**src/rtl/gfe_pkg.sv**
```systemverilog
package gfe_pkg;
    parameter int RES_W   = 6;
    parameter int NGRP    = 4;
    parameter int GRP_W   = 16;
    localparam int THERM_W = NGRP * GRP_W;
    localparam int SEL_W   = $clog2(NGRP);

    typedef logic [SEL_W-1:0] grp_idx_t;

    // Stage-1 record: the selected group's slice and its context
    typedef struct packed {
        logic             vld;
        logic             none;
        logic             ovr;
        grp_idx_t         grp;
        logic [GRP_W-1:0] bits;
    } s1_t;

    // Stage-2 record: registered result
    typedef struct packed {
        logic             vld;
        logic             err;
        logic [RES_W-1:0] code;
    } s2_t;

    // Expand one group's decisions into the full thermometer word
    function automatic logic [THERM_W-1:0] rebuild_therm(
        input grp_idx_t         grp,
        input logic [GRP_W-1:0] bits
    );
        logic [THERM_W-1:0] t;
        t = '0;
        for (int g = 0; g < NGRP; g++) begin
            if (g < int'(grp))
                t[g*GRP_W +: GRP_W] = '1;
            else if (g == int'(grp))
                t[g*GRP_W +: GRP_W] = bits;
            else
                t[g*GRP_W +: GRP_W] = '0;
        end
        return t;
    endfunction
endpackage

```
**src/rtl/gfe_window.sv**
```systemverilog
module gfe_window #(
    parameter int NGRP = gfe_pkg::NGRP
) (
    input  logic [NGRP-1:0] above,
    input  logic [NGRP-1:0] below,
    output logic [NGRP-1:0] flag
);
    for (genvar g = 0; g < NGRP; g++) begin : g_win
        assign flag[g] = above[g] & below[g];
    end
endmodule

```
**src/rtl/gfe_select.sv**
```systemverilog
module gfe_select #(
    parameter int NGRP  = gfe_pkg::NGRP,
    localparam int SEL_W = $clog2(NGRP)
) (
    input  logic [NGRP-1:0]  flag,
    output logic [SEL_W-1:0] idx,
    output logic             none,
    output logic [NGRP-1:0]  strobe
);
    // Ascending scan: the last hit, i.e. the highest group, wins
    always_comb begin
        idx  = '0;
        none = 1'b1;
        for (int g = 0; g < NGRP; g++) begin
            if (flag[g]) begin
                idx  = SEL_W'(g);
                none = 1'b0;
            end
        end
    end

    for (genvar g = 0; g < NGRP; g++) begin : g_stb
        assign strobe[g] = !none && (idx == SEL_W'(g));
    end
endmodule

```
**src/rtl/gfe_bubble.sv**
```systemverilog
module gfe_bubble #(
    parameter int W = gfe_pkg::THERM_W
) (
    input  logic [W-1:0] therm,
    output logic [W-1:0] hot
);
    logic [W+1:0] padded;
    assign padded = {1'b0, therm, 1'b1};

    for (genvar i = 0; i < W; i++) begin : g_hot
        assign hot[i] = padded[i] & padded[i+1] & ~padded[i+2];
    end
endmodule

```
**src/rtl/gfe_rom.sv**
```systemverilog
module gfe_rom #(
    parameter int W     = gfe_pkg::THERM_W,
    parameter int OUT_W = gfe_pkg::RES_W
) (
    input  logic [W-1:0]     hot,
    output logic [OUT_W-1:0] code
);
    // Wired-OR rows: every active word line drives its own index
    always_comb begin
        code = '0;
        for (int i = 0; i < W; i++) begin
            if (hot[i])
                code = code | OUT_W'(i);
        end
    end
endmodule

```
**src/rtl/gated_flash_encoder.sv**
```systemverilog
module gated_flash_encoder
    import gfe_pkg::*;
#(
    parameter int NG  = NGRP,
    parameter int GW  = GRP_W,
    parameter int OW  = RES_W,
    localparam int TW = NG * GW
) (
    input  logic          clk,
    input  logic          rst,
    input  logic          in_valid,
    input  logic [NG-1:0] win_above,
    input  logic [NG-1:0] win_below,
    input  logic          ovr_high,
    input  logic [TW-1:0] cmp_dec,
    output logic [NG-1:0] strobe_en,
    output logic          out_valid,
    output logic [OW-1:0] out_code,
    output logic          out_err
);
    logic [NG-1:0] flag;
    grp_idx_t      sel_idx;
    logic          sel_none;
    s1_t           s1_d, s1_q;
    s2_t           s2_d, s2_q;
    logic [TW-1:0] therm;
    logic [TW-1:0] hot;
    logic [OW-1:0] rom_code;

    gfe_window #(.NGRP(NG)) u_win (
        .above (win_above),
        .below (win_below),
        .flag  (flag)
    );

    gfe_select #(.NGRP(NG)) u_sel (
        .flag   (flag),
        .idx    (sel_idx),
        .none   (sel_none),
        .strobe (strobe_en)
    );

    // Stage 1: capture only the selected group's slice
    always_comb begin
        s1_d.vld  = in_valid;
        s1_d.none = sel_none;
        s1_d.ovr  = ovr_high;
        s1_d.grp  = sel_idx;
        s1_d.bits = cmp_dec[sel_idx*GW +: GW];
    end

    always_ff @(posedge clk) begin
        if (rst) s1_q <= '0;
        else     s1_q <= s1_d;
    end

    // Stage 2: rebuild, filter, encode
    always_comb begin
        if (s1_q.none) therm = {TW{s1_q.ovr}};
        else           therm = rebuild_therm(s1_q.grp, s1_q.bits);
    end

    gfe_bubble #(.W(TW)) u_bub (
        .therm (therm),
        .hot   (hot)
    );

    gfe_rom #(.W(TW), .OUT_W(OW)) u_rom (
        .hot  (hot),
        .code (rom_code)
    );

    always_comb begin
        s2_d.vld  = s1_q.vld;
        s2_d.err  = s1_q.vld & s1_q.none;
        s2_d.code = rom_code;
    end

    always_ff @(posedge clk) begin
        if (rst) s2_q <= '0;
        else     s2_q <= s2_d;
    end

    assign out_valid = s2_q.vld;
    assign out_err   = s2_q.err;
    assign out_code  = s2_q.code;
endmodule

```
**config.mk**
```make
export PLATFORM = sky130hd
export DESIGN_NAME = gated_flash_encoder
export DESIGN_NICKNAME = d
export VERILOG_FILES = /design/src/rtl/gfe_pkg.sv /design/src/rtl/gfe_window.sv /design/src/rtl/gfe_select.sv /design/src/rtl/gfe_bubble.sv /design/src/rtl/gfe_rom.sv /design/src/rtl/gated_flash_encoder.sv
export SDC_FILE = /design/constraint.sdc
export NUM_CORES = 1
export LEC_CHECK = 0
export BUFFER_PORTS_ARGS = -buffer_cell sky130_fd_sc_hd__buf_2
export CAP_MARGIN = 20
export CORE_ASPECT_RATIO = 1.4
export CORE_UTILIZATION = 43
export CTS_CLUSTER_SIZE = 24
export DETAILED_ROUTE_END_ITERATION = 8
export PLACE_DENSITY = 0.74
export SYNTH_ARGS = -nofsm -noshare
export SYNTH_HDL_FRONTEND = slang
export SYNTH_SLANG_ARGS = --single-unit
```
**constraint.sdc**
```tcl
create_clock -name clk -period 1.2 [get_ports clk]
set_input_delay 0.12 -clock clk [delete_from_list [all_inputs] [get_ports clk]]
set_output_delay 0.12 -clock clk [all_outputs]
set_load 0.02 [all_outputs]
```
==> flow_summary.ini, run 1 <==
[detailed_routing]
ant_nets = 0
vias = 2626
wirelength_um = 6855
dr.pass1.iters = 4
detail_route.wl_per_cell_um = 14.68
via_per_inst = 5.623
drt_iter0_drc = 151
drc = 0

[synth]
synth_top_flop_cell = dfxtp_1
synth_compound_area_share_pct = 31.75
synth_edf_count = 0
syn-num-nets = 352
ys_async_sr_fraction_pct = 0
synthXorXnorAreaFrac_pct = 0
synthDominantCellAreaShare_pct = 28.66
yosys.area_share.simple_pct = 33.11
syn_avg_cell_area_um2 = 7.339
synth_area_um2 = 2026
synth_top_family_by_area = simple AND/OR/NAND/NOR gates
ys_types = 53
ys_ff_latch = 29
yosysTopAreaCell = dfxtp_1
syn_inst = 276
ys.warnings.count = 0
synth.most_common_cell = nor2_1
synthAdderAreaFrac_pct = 0.5559
synthTopCellsByCount = nor2_1, a21oi_1, dfxtp_1, nand2_1, nand3_1
synthMuxAreaShare_pct = 0
synthTopCellsByArea = dfxtp_1, nor2_1, a21oi_1, a311oi_1, nand2_1
ys_seq_area_share_pct = 28.66

[clock_network]
clk_latency_ns = 0.29
hold_buffers = 0
clock_sinks = 29
cts_max_path_buffers = 2
numCtsBuffers = 5
clk_pin_slew_ns = 0.06
cts_root_buf = clkbuf_8
cts_tree = yes
htreeDepth = 2

[layout]
fin_area_um2 = 3168
final_nets = 480
area_delta_synth_final_pct = 56.39
n_antenna_cell = 0
fillCellCount = 387
drive_gt1_share_pct = 50.86
layout.cells.non_filler = 467

[placed_design]
place_area_um2 = 2868
dp_hpwl_um = 5323
dp_slack_ns = -0.3726
dp_cells = 456
place_congestion = 0.9539
port_buffers = 87

[global_route]
antenna_found_initial = 0
grt-ovfl-total = 0
grt_max_degree = 35
grt_pass1_wl_um = 11390
grt_pass1_vias = 2566
grt_usage_pct = 30.11

[pwr]
ir_drop_mv = 0.5787
p_leak_nw = 1.425
cellPowerDensity_nw_per_um2 = 920.4

[run_status]
violations = setup timing
status = finished, violations left

[sta]
finalCriticalPeriod_ns = 1.499
setup_viol = 6
skew_ns = 0.006719
drv_slew = 0
finalSetupTns_ns = -1.332
relSlewSlack_pct = 78.80
finalHoldViolCount = 0
fmax_mhz = 667.2
worst_slack_ns = -0.2988
period_share_pct = 124.9
worst_pin_slew_ns = 0.3159
rsz0062_at_grt = yes

[setup_path]
crit_arrival_ns = 1.71
critical_path.startpoint_type = register
required_ns = 1.41
crit_type = register to register
crit_start = s1_q[19]
crit_path_max_fanout = 4
end_kind = register
rr_startpoint = s1_q[19]

[floorplan]
start_util_pct = 44.66
design.portCount = 88
die_x_um = 60.01
die_area_um2 = 4993
rows = 29
core_um2 = 4536
die_h_um = 83.21

[min_path]
hp-class = input port to register
hp-start = ovr_high

[flow_run]
maxCapViolCount = 0
-- power breakdown --
part           switching [mW]  internal [mW]  leakage, nW  total, mW
clock                   0.364          0.400       0.0450      0.764
combinational           0.523          0.513         1.14       1.04
sequential             0.0637           1.05        0.245       1.12
total                   0.951           1.97         1.43       2.92
-- layer usage --
metal	GRT usage [%]	up-vias	part of all wire, %	wire length [µm]
met4	19.45	0	5.7	391
met3	4.673	34	5.6	383
met5	0	-	0	0
li1	-	1279	-	-
met1	31.17	1181	36	2440
met2	53.13	132	53	3640
-- stage by stage --
step	power (mW)	util, %	hold WS (ns)
2_1_floorplan	1.635	-	0.2482
3_3_place_gp	2.037	63.23	0.3257
3_5_place_dp	2.050	63.23	0.3426
4_1_cts	2.888	68.80	0.04878
5_1_grt	3.082	69.85	0.06021
6_report	2.916	69.85	0.04957
-- worst max-delay path, cell delays in order (launching register included) --
cell,delay [ns]
dfxtp_1,0.32
buf_4,0.16
inv_2,0.07
nand3_2,0.08
maj3_2,0.31
a32o_2,0.28
a41oi_2,0.19
-- logic make-up (layout without fill, tap and decap cells) --
group	count (synthesis)	in the layout
AND/OR/NAND/NOR	131	131
adder cells (fa/ha/maj)	1	1
buffers and inverters	25	154
AO/OA/AOI/OAI	90	90
flip-flops	29	29
-- state kept, by name, indices dropped and copies added, names as in the netlist --
name / cells
out_err: 1
out_code: 6
out_valid: 1
s1_q: 21
-- path summary, 6_finish.rpt --
check	slack, ns	end	depth (start not counted)
worst min register to register	0.46	out_valid	1
worst max-delay path	-0.30	out_code[2]	6
worst max register to register	-0.30	out_code[2]	6
worst min-delay path	0.05	s1_q[18]	2
-- cell usage in the layout, fill, tap and decap left out, drive strengths merged, types with 5 or more instances in the layout --
cell type / Yosys / final
a21oi: 31 / 31
a311oi: 17 / 17
and3b: 5 / 5
buf: 11 / 142
clkbuf: 10 / 6
dfxtp: 29 / 29
nand2: 29 / 29
nand3: 19 / 19
nor2: 43 / 43
nor2b: 14 / 14
nor3: 5 / 5
o21ai: 13 / 13
-- area by class of cell --
cell class,instances,area (µm²),share of cell area [%]
clock buffers,6,72.57,2.291
clock inverters,2,10.01,0.3160
inverters,4,20.02,0.6319
well taps,62,77.57,2.449
flip-flops and latches,29,603.1,19.04
multi-input cells,222,1500,47.35
repair buffers,142,884.6,27.92
-- what timing repair did --
item,in CTS,in global routing
endpoints found under the setup margin,6,8
pin swaps,13,5
gates resized for setup,43,12
buffers inserted,3,0
Power figures use the tool's default switching activity.
==> inputs of run 2 (changes only) <==
CORE_UTILIZATION = 46   (was 43)
PLACE_DENSITY = 0.78   (was 0.74)
SLEW_MARGIN = 10   (was unset)
clock period = 1.7 ns   (was 1.2 ns; I/O delays follow)
==> flow_summary.ini, run 2 (same netlist as run 1, synthesis figures left out) <==
[run_status]
status = finished, final reports clean

[detailed_routing]
drt_iter0_drc = 106
vias = 2445
dr.pass1.iters = 4
detail_route.wl_per_cell_um = 14.38
wirelength_um = 6154
drc = 0
ant_nets = 0
via_per_inst = 5.713

[pwr]
p_total_mw = 2.059
p_leak_nw = 1.204
ir_drop_mv = 0.3767
cellPowerDensity_nw_per_um2 = 766.9

[setup_path]
cp_slowest_stage_delay_ns = 0.39
crit_type = register to register
crit_path_max_fanout = 7
cp_top_family = compound AO/OA/AOI/OAI gates
path_cells = and3b_1, a21oi_1, o31ai_1, a221oi_2, a41oi_2
worst-r2r-cell-count = 5
critical_path.startpoint_type = register
critPathSlowestCell = dfxtp_2
crit_arrival_ns = 1.74
critPathBufInv = 0
end_kind = register
crit_cells = 5
required_ns = 1.85

[floorplan]
rows = 28
die_x_um = 58.09
design.portCount = 88
core_um2 = 4239
start_util_pct = 47.79
die_h_um = 80.52
die_area_um2 = 4677

[layout]
final_nets = 443
layout.cells.non_filler = 428
n_antenna_cell = 0
drive_gt1_share_pct = 35.05
mostFrequentLayoutCells = buf_2, nor2_1, a21oi_1, nand2_1, dfxtp_1
fillCellCount = 402
final_util_pct = 63.34
area_delta_synth_final_pct = 32.55
final_common_cell = buf_2
largest_register = s1_q
largest_register_ffs = 21

[global_route]
grt_usage_pct = 28.68
grt_pass1_wl_um = 10290
grt_pass1_vias = 2358
grt-ovfl-total = 0
antenna_found_initial = 0
grt_max_degree = 36

[placed_design]
place_congestion = 0.9556
port_buffers = 87
dp_cells = 420
dp_hpwl_um = 4902

[clock_network]
htreeDepth = 2
cts_max_path_buffers = 2
post_cts_buffers = 0
clock_sinks = 29
cts_tree = yes
clk_pin_slew_ns = 0.07
numCtsBuffers = 5
cts_root_buf = clkbuf_8
hold_buffers = 0
clk_latency_ns = 0.28
cts_resized = 0

[sta]
period_share_pct = 93.52
finalSetupTns_ns = 0
worst_pin_slew_ns = 0.4504
setup_viol = 0
skew_ns = 0.006795
finalCriticalPeriod_ns = 1.590
relSlewSlack_pct = 69.72
finalHoldViolCount = 0
drv_slew = 0
fmax_mhz = 629.0
rsz0062_at_grt = no
fin_hold_ws_ns = 0.09010

[min_path]
min_path_cells = 2
hp-class = input port to register

[flow_run]
maxCapViolCount = 0
==> run 2: report_power, final <==
group | total (mW) | switching (mW) | internal (mW)
Combinational | 0.555 | 0.299 | 0.256
Clock | 0.710 | 0.272 | 0.438
Sequential | 0.794 | 0.0539 | 0.740
==> run 2: area by class of cell <==
type | instances | area (µm²) | area share, %
timing repair buffer | 105 | 570.5 | 21.25
sequential | 29 | 584.3 | 21.76
multi-input combinational | 222 | 1325 | 49.35
clock inverter | 3 | 46.29 | 1.724
inverter | 4 | 15.01 | 0.5592
clock buffer | 5 | 68.82 | 2.563
tap | 60 | 75.07 | 2.796
==> run 2: path summary, 6_finish.rpt <==
check / from / to / slack (ns)
setup / recovery: s1_q[12] / out_code[0] / 0.11
hold / removal: ovr_high / s1_q[18] / 0.09
setup reg to reg: s1_q[12] / out_code[0] / 0.11
hold reg to reg: s1_q[20] / out_valid / 0.47
==> run 2: per-layer routing <==
layer	routed length, µm	GRT usage (%)	vias to the layer above
li1	-	-	1207
met2	3162	50.23	115
met4	268	18.81	0
met1	2359	30.75	1096
met3	363	5.314	27
met5	0	0	-
==> run 2: per-stage QoR <==
stage          cell area [µm²]  setup slack (ns)
3_5_place_dp              2566           0.08001
5_1_grt                   2685           0.02968
6_report                  2685            0.1102
3_3_place_gp              2566           0.07143
2_1_floorplan             2026            0.3423
4_1_cts                   2681           0.07152
==> run 2: worst register-to-register path, stage by stage, from the launching register on <==
cell      delay, ns
dfxtp_2        0.39
and3b_1        0.23
a21oi_1        0.21
o31ai_1        0.17
a221oi_2       0.32
a41oi_2        0.13
